File: src/rtl/ref_cmp_timer.sv
module ref_cmp_timer #(
  parameter int AW = 5
) (
  input  logic          clk,
  input  logic          rst_n,
  input  logic          bus_wr,
  input  logic [AW-1:0] bus_addr,
  input  logic [15:0]   bus_wdata,
  output logic [15:0]   bus_rdata,
  output logic          irq
);
  localparam logic [AW-1:0] A_MODE = AW'(5'h00);
  localparam logic [AW-1:0] A_REF  = AW'(5'h04);
  localparam logic [AW-1:0] A_CAP  = AW'(5'h08);
  localparam logic [AW-1:0] A_CNT  = AW'(5'h0C);
  localparam logic [AW-1:0] A_EVT  = AW'(5'h11);

  logic [15:0] mode, refv, capv, cnt;
  logic [1:0]  evt;
  logic [11:0] psc;

  wire wr_mode = bus_wr && bus_addr == A_MODE;
  wire wr_ref  = bus_wr && bus_addr == A_REF;
  wire wr_cap  = bus_wr && bus_addr == A_CAP;
  wire wr_cnt  = bus_wr && bus_addr == A_CNT;
  wire wr_evt  = bus_wr && bus_addr == A_EVT;

  wire        en_fall = wr_mode && mode[0] && !bus_wdata[0];
  wire        restart = wr_mode || wr_ref;
  wire [1:0]  src     = mode[2:1];
  wire        run     = mode[0] && (src == 2'd1 || src == 2'd2);
  wire [11:0] lim     = (src == 2'd2) ? {mode[15:8], 4'hF} : {4'h0, mode[15:8]};
  wire        tick    = run && psc == lim;
  wire        wrap    = mode[3] && cnt == refv;
  wire [15:0] cnt_nxt = wrap ? 16'd0 : cnt + 16'd1;
  wire        hit     = tick && !restart && !wr_cnt && cnt_nxt == refv;
  wire [1:0]  clr     = wr_evt ? bus_wdata[1:0] : 2'b00;

  always_ff @(posedge clk) begin
    if (!rst_n)                 psc <= '0;
    else if (restart || !run)   psc <= '0;
    else if (tick)              psc <= '0;
    else                        psc <= psc + 12'd1;
  end

  always_ff @(posedge clk) begin
    if (!rst_n)        cnt <= '0;
    else if (restart)  cnt <= '0;
    else if (wr_cnt)   cnt <= bus_wdata;
    else if (tick)     cnt <= cnt_nxt;
  end

  always_ff @(posedge clk) begin
    if (!rst_n) begin
      mode <= '0;
      refv <= '0;
      capv <= '0;
      evt  <= '0;
    end else begin
      if (wr_mode) mode <= en_fall ? 16'd0 : bus_wdata;
      if (en_fall)     refv <= '0;
      else if (wr_ref) refv <= bus_wdata;
      if (wr_cap) capv <= bus_wdata;
      evt <= (evt & ~clr) | {hit, 1'b0};
    end
  end

  always_comb begin
    case (bus_addr)
      A_MODE:  bus_rdata = mode;
      A_REF:   bus_rdata = refv;
      A_CAP:   bus_rdata = capv;
      A_CNT:   bus_rdata = cnt;
      A_EVT:   bus_rdata = {14'd0, evt};
      default: bus_rdata = '0;
    endcase
  end

  assign irq = mode[4] & evt[1];
endmodule

File: config.mk
export PLATFORM = sky130hd
export DESIGN_NAME = ref_cmp_timer
export DESIGN_NICKNAME = d
export VERILOG_FILES = /design/src/rtl/ref_cmp_timer.sv
export SDC_FILE = /design/constraint.sdc
export NUM_CORES = 1
export LEC_CHECK = 0
export BUFFER_PORTS_ARGS = -buffer_cell sky130_fd_sc_hd__buf_4
export CAP_MARGIN = 25
export CELL_PAD_IN_SITES_DETAIL_PLACEMENT = 1
export CELL_PAD_IN_SITES_GLOBAL_PLACEMENT = 2
export CORE_MARGIN = 2
export CORE_UTILIZATION = 38
export CTS_BUF_LIST = sky130_fd_sc_hd__clkbuf_8
export DETAILED_ROUTE_END_ITERATION = 8
export HOLD_SLACK_MARGIN = 0.15
export MAX_ROUTING_LAYER = met4
export PLACE_DENSITY_LB_ADDON = 0.1
export SYNTH_ARGS = -nofsm -noshare
export SYNTH_HDL_FRONTEND = slang
export SYNTH_SLANG_ARGS = --single-unit
File: constraint.sdc
create_clock -name clk -period 3.5 [get_ports clk]
set_clock_uncertainty 0.2 [all_clocks]
set_input_delay 0.7 -clock clk [delete_from_list [all_inputs] [get_ports clk]]
set_output_delay 0.7 -clock clk [all_outputs]
set_load 0.005 [all_outputs]
== Yosys cells after proc, flatten, opt, wreduce, memory -nomap -nowiden ==
Cells that the tools add are included.
Word-level totals
  bits of input ports: 24
  word-level logic and storage cells: 54
  output and inout port bits: 17
  register bits after elaboration: 78
Cells by class
  reductions and logical operators: 25
  add/sub/neg operators: 2
  multiplexer cells: 7
  bitwise operators: 5
  equality and inequality tests: 9
Operators with widths (count)
  $pmux W16 S5: 1
  $mux W16: 4
  $eq A16 B16 Y1: 2
  $add A16 B1 Y16 const B: 1
  $logic_and A1 B1 Y1: 13
  $add A12 B1 Y12 const B: 1
  $eq A12 B12 Y1: 1
  $mux W12: 1
  $eq A5 B4 Y1 const B: 2
  $eq A5 B3 Y1 const B: 1
  $eq A5 B5 Y1 const B: 1
  $logic_not A5 Y1: 1
  $logic_not A1 Y1: 4
  $reduce_or A2 Y1: 2
  $logic_or A1 B1 Y1: 3
  $reduce_or A3 Y1: 1
  $and A2 B2 Y2: 1
  $eq A2 B1 Y1 const B: 1
  $eq A2 B2 Y1 const B: 1
  $mux W2: 1
  $not A2 Y2: 1
  $or A2 B2 Y2: 1
  $reduce_bool A2 Y1: 1
  $and A1 B1 Y1: 1
  $not A1 Y1: 1

== Logic depth before layout (Yosys ltp) ==
Gate-level depths: netlist of run 1.
  depth after elaboration: 8
  depth in mapped cells: 13
  depth with buffers taken out: 9

== Least setup slack after synthesis of run 1 ==
OpenSTA, ideal clock, no wires.
  kind: input to output
  start: in bus_addr[2]
  end: out bus_rdata[0]
  slack: 517 ps
  cell stages on the path: 4
  buffers on the path: 2
  data required time: 2600 ps
  arrival time: 2083 ps
  cells stage by stage: clkbuf_1 buf_1 mux4_2 a22o_1
Between the ends
  cells in the longest elaborated chain, start to end: 2
  elaborated cells between the ends (all ways): 6
  those cells by class: eq/ne (4); mux (1); reduce/logical (1)
RTL lines
  start: declaration: RTL line 7  | input logic [AW-1:0] bus_addr,
  $eq A5 B5 Y1, or another cell as far along: RTL line 69  | case (bus_addr)
  $pmux W16 S5 (*): RTL line 69
  end: declaration: RTL line 9  | output logic [15:0] bus_rdata,
Every way passes the cells marked *; elsewhere a longest branch is shown, timed or not.

== Worst setup path after layout of run 1 ==
  start: reg mode[2]
  end: reg cnt[7]
Between the ends
  cells in the longest elaborated chain, start to end: 5
  elaborated cells between the ends (all ways): 8
  those cells by class: eq/ne (3); mux (1); reduce/logical (4)
RTL lines
  start: declaration: RTL line 18  | logic [15:0] mode, refv, capv, cnt;
  start signal: assignment: RTL line 60  | if (wr_mode) mode <= en_fall ? 16'd0 : bus_wdata;
  $eq A2 B2 Y1 or $eq A2 B1 Y1 (tied branches): RTL line 31, 32
  $mux W12 or $logic_or A1 B1 Y1 (tied branches): RTL line 32, 31
  $eq A12 B12 Y1 or $logic_and A1 B1 Y1 (tied branches): RTL line 33, 31
  $logic_and A1 B1 Y1 (*): RTL line 33  | wire tick = run && psc == lim;
  $reduce_bool A2 Y1 (no line) (*)
  end signal: assignment: RTL line 49  | else if (wr_cnt) cnt <= bus_wdata;
  end signal: assignment: RTL line 50  | else if (tick) cnt <= cnt_nxt;
  end: declaration: RTL line 18
Marks and branches as above.
A chain may end at the register's enable or synchronous reset.

==> flow_metrics.py, run 1 <==
metrics = {
    "global_route": {
        "grt_start_max_net_pins": 39,
        "first_global_vias": 4400,
        "grt-ovfl-total": 0,
        "grt_use_total_pct": 26.3,
        "grt_first_pass_wirelength_mm": 25.7,
        "number_of_antenna_violations_at_the_first_check_in_global_routing": 0,
    },
    "clock_tree": {
        "clk_transition_reported_paths_ns": 0.09,
        "clkLatencyLatePin_ns": 0.37,
        "cts.htree.levels": 3,
        "ctsRootBufferMaster": "clkbuf_8",
        "cts_repair_resize_count": 0,
        "cts_setup_buffers": 0,
        "cts-hold-fix-buffers": 0,
        "clkSinkCount": 78,
        "buffer_depth_of_the_longest_clock_path": 2,
        "tritoncts": "built",
        "cts_buffers": 9,
    },
    "synthesis": {
        "synth.area.top_cells": "dfxtp_1, mux4_2, nand2_1",
        "synth_seq_cells": 78,
        "synth.cell_area_um2": 4760,
        "synth-edff-count": 0,
        "top_cell_type_s_share_of_synthesized_area_pct": 32.8,
        "synth-seq-area-share_pct": 32.8,
        "syn_nets": 578,
        "synth_warnings": 0,
        "synthCells": 551,
        "async_reset_ff_share_pct": 0,
        "synth_area_per_cell_um2": 8.63,
        "post_synth_num_cell_types": 65,
        "synthDominantAreaCellType": "dfxtp_1",
        "synth-main-ff-cell": "dfxtp_1",
    },
    "sta": {
        "hold_viol_final": 0,
        "setup_repair_after_global_routing_missed_its_margin": "no",
        "fmax_ghz": 0.317,
        "worst_hold_slack_ns": 0.254,
        "fin_crit_ns": 3.16,
        "maxSlewViolCount": 0,
        "final-setup-viol-count": 0,
        "crit_share_post_route_pct": 90.2,
        "setup_total_negative_slack_ns": 0,
        "worst_pin_slew_ns": 0.702,
        "slew_headroom_pct": 53.2,
    },
    "layout": {
        "nets": 609,
        "fraction_of_final_layout_cells_with_drive_strength_greater_than_1_pct": 18.7,
        "layout.cells.most_common_list": "dfxtp_1, nand2_1, buf_4",
        "antenna_cells": 0,
        "areaGrowthSynthToFinish_pct": 14.4,
        "layout_commonest_cell": "dfxtp_1",
    },
    "routing": {
        "detail_route.iter0.violations": 295,
        "route.detailed.vias_per_inst": 5.76,
        "firstDrtPassIters": 4,
        "ant_nets": 0,
        "wl_per_cell_um": 21.5,
        "post-route-drc-count": 0,
        "via_count": 4346,
        "finalWirelength_mm": 16.2,
    },
    "power_and_ir_drop": {
        "psw_uw": 453,
        "power_switching_share_pct": 25.0,
        "internal_power_mw": 1.36,
        "irDropWorstVdd_v": 0.000140,
        "post-layout-total-power_mw": 1.81,
        "power.density_nw_per_um2": 333,
        "pwr-share-clk_pct": 42.2,
        "p_comb_share_pct": 7.9,
        "p_seq_share_pct": 49.9,
        "cellLeakagePower_nw": 1.90,
    },
    "die": {
        "floorplan.io_pins": 41,
        "initial_core_util_pct": 39.3,
        "die_area_um2": 13400,
        "die-height_um": 116,
        "die_w_um": 116,
        "placement_rows": 40,
        "coreArea_um2": 12100,
    },
    "job": {
        "drv.max_cap_violation_count": 0,
    },
    "placement": {
        "io_buffers": 40,
        "gp_congestion": 0.879,
        "place_hpwl_mm": 11.9,
    },
    "setup_path": {
        "crit_type": "reg -> reg",
        "worst_ep_required_time_ns": 3.60,
        "endpoint_arrival_time_on_the_critical_path_ns": 3.26,
        "rrSetupSlack_ns": 0.34,
        "critPathLaunchType": "flip-flop",
        "register_to_register_path_depth": 9,
        "critical_path_peak_fanout": 18,
        "cp-end-kind": "flip-flop",
    },
    "hold_path": {
        "holdCritPathClass": "reg -> reg",
        "worstHoldPathCells": 2,
    },
    "run_status": {
        "result_of_the_run": "finished clean",
    },
}
sequential cells by signal (all words and copies together) (netlist names):
signal / cells
evt: 2
capv: 16
refv: 16
mode: 16
psc: 12
cnt: 16
area by class of cell:
class	instances	area (um^2)
Clock buffer	13	179
Fill cell	1472	6670
Sequential cell	78	1560
Clock inverter	3	40.0
Inverter	6	22.5
Multi-Input combinational cell	426	2950
Timing Repair Buffer	61	474
Tap cell	168	210
power groups by stage:
| stage | logic, mW | registers, mW | clock network, mW |
|---|---|---|---|
| after global placement | 0.139 | 0.923 | 0 |
| final | 0.143 | 0.903 | 0.765 |
| after CTS | 0.143 | 0.903 | 0.781 |
| after detailed placement | 0.143 | 0.924 | 0 |
| after floorplan | 0.0776 | 0.919 | 0 |
| after global routing | 0.155 | 0.904 | 0.816 |
per-stage QoR:
step	std cells	setup slack [ns]	utilization, %	cell area [um^2]
after floorplan	551	0.517	-	4760
after global placement	738	0.507	43.0	5210
after detailed placement	739	0.367	43.1	5220
after CTS	755	0.352	44.9	5440
after global routing	755	0.0659	44.9	5440
final	755	0.344	44.9	5440
cell families after synthesis:
logic type | synth area share, %
xor gates and xnor gates | 8.10
muxes | 10.8
AOI/OAI and AO/OA | 16.4
and+or+nand+nor | 25.9
adders and majority gates | 0.789
DFF | 32.8
buffers and inverters | 5.18
layer usage:
layer / global-route usage [%] / vias up / wire, um
li1: - / 2069 / -
met1: 36.5 / 2171 / 7720
met2: 39.8 / 85 / 7510
met3: 2.98 / 21 / 711
met4: 9.05 / 0 / 275
met5: - / - / 0
cell usage after synthesis (5+ instances only):
| master | count |
|---|---|
| a21boi_0 | 16 |
| a21oi_1 | 22 |
| a22o_1 | 13 |
| a31oi_1 | 13 |
| and2_1 | 17 |
| and3_1 | 5 |
| buf_2 | 9 |
| buf_6 | 5 |
| clkbuf_1 | 22 |
| dfxtp_1 | 78 |
| inv_1 | 6 |
| mux2i_1 | 15 |
| mux4_2 | 15 |
| nand2_1 | 73 |
| nand3_1 | 30 |
| nand4_1 | 10 |
| nor2_1 | 43 |
| nor3_1 | 7 |
| nor4_1 | 12 |
| o21ai_0 | 26 |
| xnor2_1 | 23 |
| xor2_1 | 21 |
critical path, cell delays in order, from the launching register on:
cell and delay, ns:
dfxtp_1 0.38, ha_1 0.63, mux2i_1 0.31, xnor2_1 0.13
nor4_1 0.29, nand4_1 0.32, nor3_2 0.33, buf_4 0.23
nand3b_1 0.09, a31oi_1 0.19
path summary, 6_finish.rpt:
kind / to / start
max: cnt[7] / mode[2]
min: evt[0] / evt[0]
max reg2reg: cnt[7] / mode[2]
min reg2reg: evt[0] / evt[0]
Power figures use the tool's default switching activity.
==> run 2, diff against run 1 <==
--- a/config.mk
+++ b/config.mk
@@ -9,13 +9,14 @@
 export CAP_MARGIN = 25
 export CELL_PAD_IN_SITES_DETAIL_PLACEMENT = 1
 export CELL_PAD_IN_SITES_GLOBAL_PLACEMENT = 2
+export CORE_ASPECT_RATIO = 0.9
 export CORE_MARGIN = 2
 export CORE_UTILIZATION = 38
 export CTS_BUF_LIST = sky130_fd_sc_hd__clkbuf_8
 export DETAILED_ROUTE_END_ITERATION = 8
 export HOLD_SLACK_MARGIN = 0.15
 export MAX_ROUTING_LAYER = met4
-export PLACE_DENSITY_LB_ADDON = 0.1
+export PLACE_DENSITY = 0.94
 export SYNTH_ARGS = -nofsm -noshare
 export SYNTH_HDL_FRONTEND = slang
 export SYNTH_SLANG_ARGS = --single-unit
==> run 2 against run 1 <==
Critical path depth is the same. Clock-buffer cell count shrank 3. Via count grew 1.9%. Die area is essentially flat. Utilization shrank 0.56 points. Sequential share of layout area grew 0.33 points. First-iteration DRC count shrank 9.5%. Flip-flop and latch count is the same. Largest power group unchanged. Non-clock buffer count shrank 1. Final cell count shrank 1.3%.
==> flow_metrics.py, run 2 (synthesis results as in run 1) <==
metrics = {
    "layout": {
        "final_design_area_no_fill_um2": 5380,
        "layout.cells.most_common_list": "dfxtp_1, nand2_1, buf_4",
        "fraction_of_final_layout_cells_with_drive_strength_greater_than_1_pct": 18.6,
        "antenna_cells": 0,
        "filler_cell_count": 1443,
        "layout_commonest_cell": "dfxtp_1",
        "nets": 608,
        "areaGrowthSynthToFinish_pct": 13.1,
        "ff_latch_area_um2": 1560,
        "multiInputGateArea_um2": 2960,
    },
    "clock_tree": {
        "clkSinkCount": 78,
        "clkLatencyLatePin_ns": 0.38,
        "tritoncts": "built",
        "ctsRootBufferMaster": "clkbuf_8",
        "cts_buffers": 9,
        "buffer_depth_of_the_longest_clock_path": 2,
        "cts.htree.levels": 3,
        "clk_transition_reported_paths_ns": 0.08,
    },
    "setup_path": {
        "cp_cell_sequence": "inv_1, ha_2, mux2i_1, xnor2_1, nor4_1, nand4_1, nor4_1, a41oi_1, nor3_1",
        "cpMaxStageDelayCell": "ha_2",
        "critPathLaunchType": "flip-flop",
        "path_buf_inv": 1,
        "endpoint_arrival_time_on_the_critical_path_ns": 3.20,
        "crit_path_max_incr_delay_ns": 0.42,
        "cp-end-kind": "flip-flop",
        "critical_path_peak_fanout": 18,
        "crit_type": "reg -> reg",
        "worst_ep_required_time_ns": 3.57,
        "cpLargestDelayFamily": "simple AND/OR/NAND/NOR gates",
        "cpMostUsedCell": "nor4_1",
    },
    "power_and_ir_drop": {
        "irDropWorstVdd_v": 0.000272,
        "cellLeakagePower_nw": 1.88,
        "p_seq_share_pct": 52.2,
        "psw_uw": 441,
        "pwr-share-clk_pct": 39.7,
        "power.density_nw_per_um2": 322,
        "internal_power_mw": 1.29,
        "power_switching_share_pct": 25.4,
        "post-layout-total-power_mw": 1.73,
        "p_comb_share_pct": 8.1,
    },
    "sta": {
        "timing.final.ws_setup_ns": 0.367,
        "slew_headroom_pct": 58.7,
        "worst_hold_slack_ns": 0.240,
        "worst_pin_slew_ns": 0.617,
        "maxSlewViolCount": 0,
        "hold_viol_final": 0,
        "setup_repair_after_global_routing_missed_its_margin": "no",
        "final-setup-viol-count": 0,
        "setup_total_negative_slack_ns": 0,
        "crit_share_post_route_pct": 89.5,
        "fmax_ghz": 0.319,
        "fin_crit_ns": 3.13,
    },
    "global_route": {
        "number_of_antenna_violations_at_the_first_check_in_global_routing": 0,
        "grt-ovfl-total": 0,
        "grt_start_max_net_pins": 39,
        "first_global_vias": 4599,
        "grt_first_pass_wirelength_mm": 26.2,
        "grt_use_total_pct": 26.5,
    },
    "hold_path": {
        "holdCritPathClass": "reg -> reg",
    },
    "routing": {
        "wl_per_cell_um": 21.7,
        "firstDrtPassIters": 5,
        "detail_route.iter0.violations": 267,
        "finalWirelength_mm": 16.1,
        "ant_nets": 0,
        "post-route-drc-count": 0,
        "route.detailed.vias_per_inst": 5.95,
        "via_count": 4430,
    },
    "run_status": {
        "result_of_the_run": "finished clean",
    },
    "job": {
        "drv.max_cap_violation_count": 0,
    },
    "die": {
        "die-height_um": 110,
        "placement_rows": 38,
        "floorplan.io_pins": 41,
        "die_w_um": 122,
        "initial_core_util_pct": 39.2,
        "coreArea_um2": 12100,
        "die_area_um2": 13400,
    },
    "placement": {
        "placement.cell_area_um2": 5170,
        "gp_congestion": 0.923,
        "io_buffers": 40,
        "place_hpwl_mm": 11.6,
        "dp_worst_setup_slack_ns": 0.142,
    },
}
run 2: worst paths after layout:
check / cells past startpoint / slack, ns / endpoint / start
setup / recovery: 9 / 0.37 / evt[1] / mode[1]
hold / removal: 2 / 0.24 / evt[0] / evt[0]
setup reg to reg: 9 / 0.37 / evt[1] / mode[1]
hold reg to reg: 2 / 0.24 / evt[0] / evt[0]
run 2: power groups by stage:
stage | clock network (mW) | registers, mW | logic (mW)
floorplan | 0 | 0.919 | 0.0776
global placement | 0 | 0.923 | 0.134
detailed placement | 0 | 0.924 | 0.137
CTS | 0.705 | 0.903 | 0.138
global route | 0.735 | 0.904 | 0.152
finish | 0.687 | 0.903 | 0.141
run 2: metrics by stage:
step	util (%)	std cells
2_1_floorplan	-	551
3_3_place_gp	42.7	728
3_5_place_dp	42.7	728
4_1_cts	44.2	743
5_1_grt	44.4	745
6_report	44.4	745
run 2: per-layer routing:
metal	GRT usage, %	vias up	wire (um)
met2	42.3	135	7620
li1	-	2066	-
met1	33.9	2214	7330
met3	6.58	15	1030
met4	6.65	0	155
met5	-	-	0
run 2: tightest hold or removal path: stages (launching register included):
cell and delay, ns:
dfxtp_1 0.32, nand2_1 0.05, a31oi_1 0.03
run 2: area by class of cell:
| cell class | count | area share [%] |
|---|---|---|
| Inverter | 6 | 0.419 |
| Clock buffer | 10 | 2.56 |
| Clock inverter | 5 | 0.930 |
| Sequential cell | 78 | 29.0 |
| Tap cell | 160 | 3.72 |
| Timing Repair Buffer | 60 | 8.37 |
| Multi-Input combinational cell | 426 | 55.0 |
run 2: repair_timing:
| item | in CTS | in global routing |
|---|---|---|
| hold buffers | 0 | 0 |
| setup endpoints to repair | 0 | 1 |
| hold endpoints to repair | 0 | 0 |
| buffers inserted | 0 | 0 |
| resized for setup | 0 | 1 |
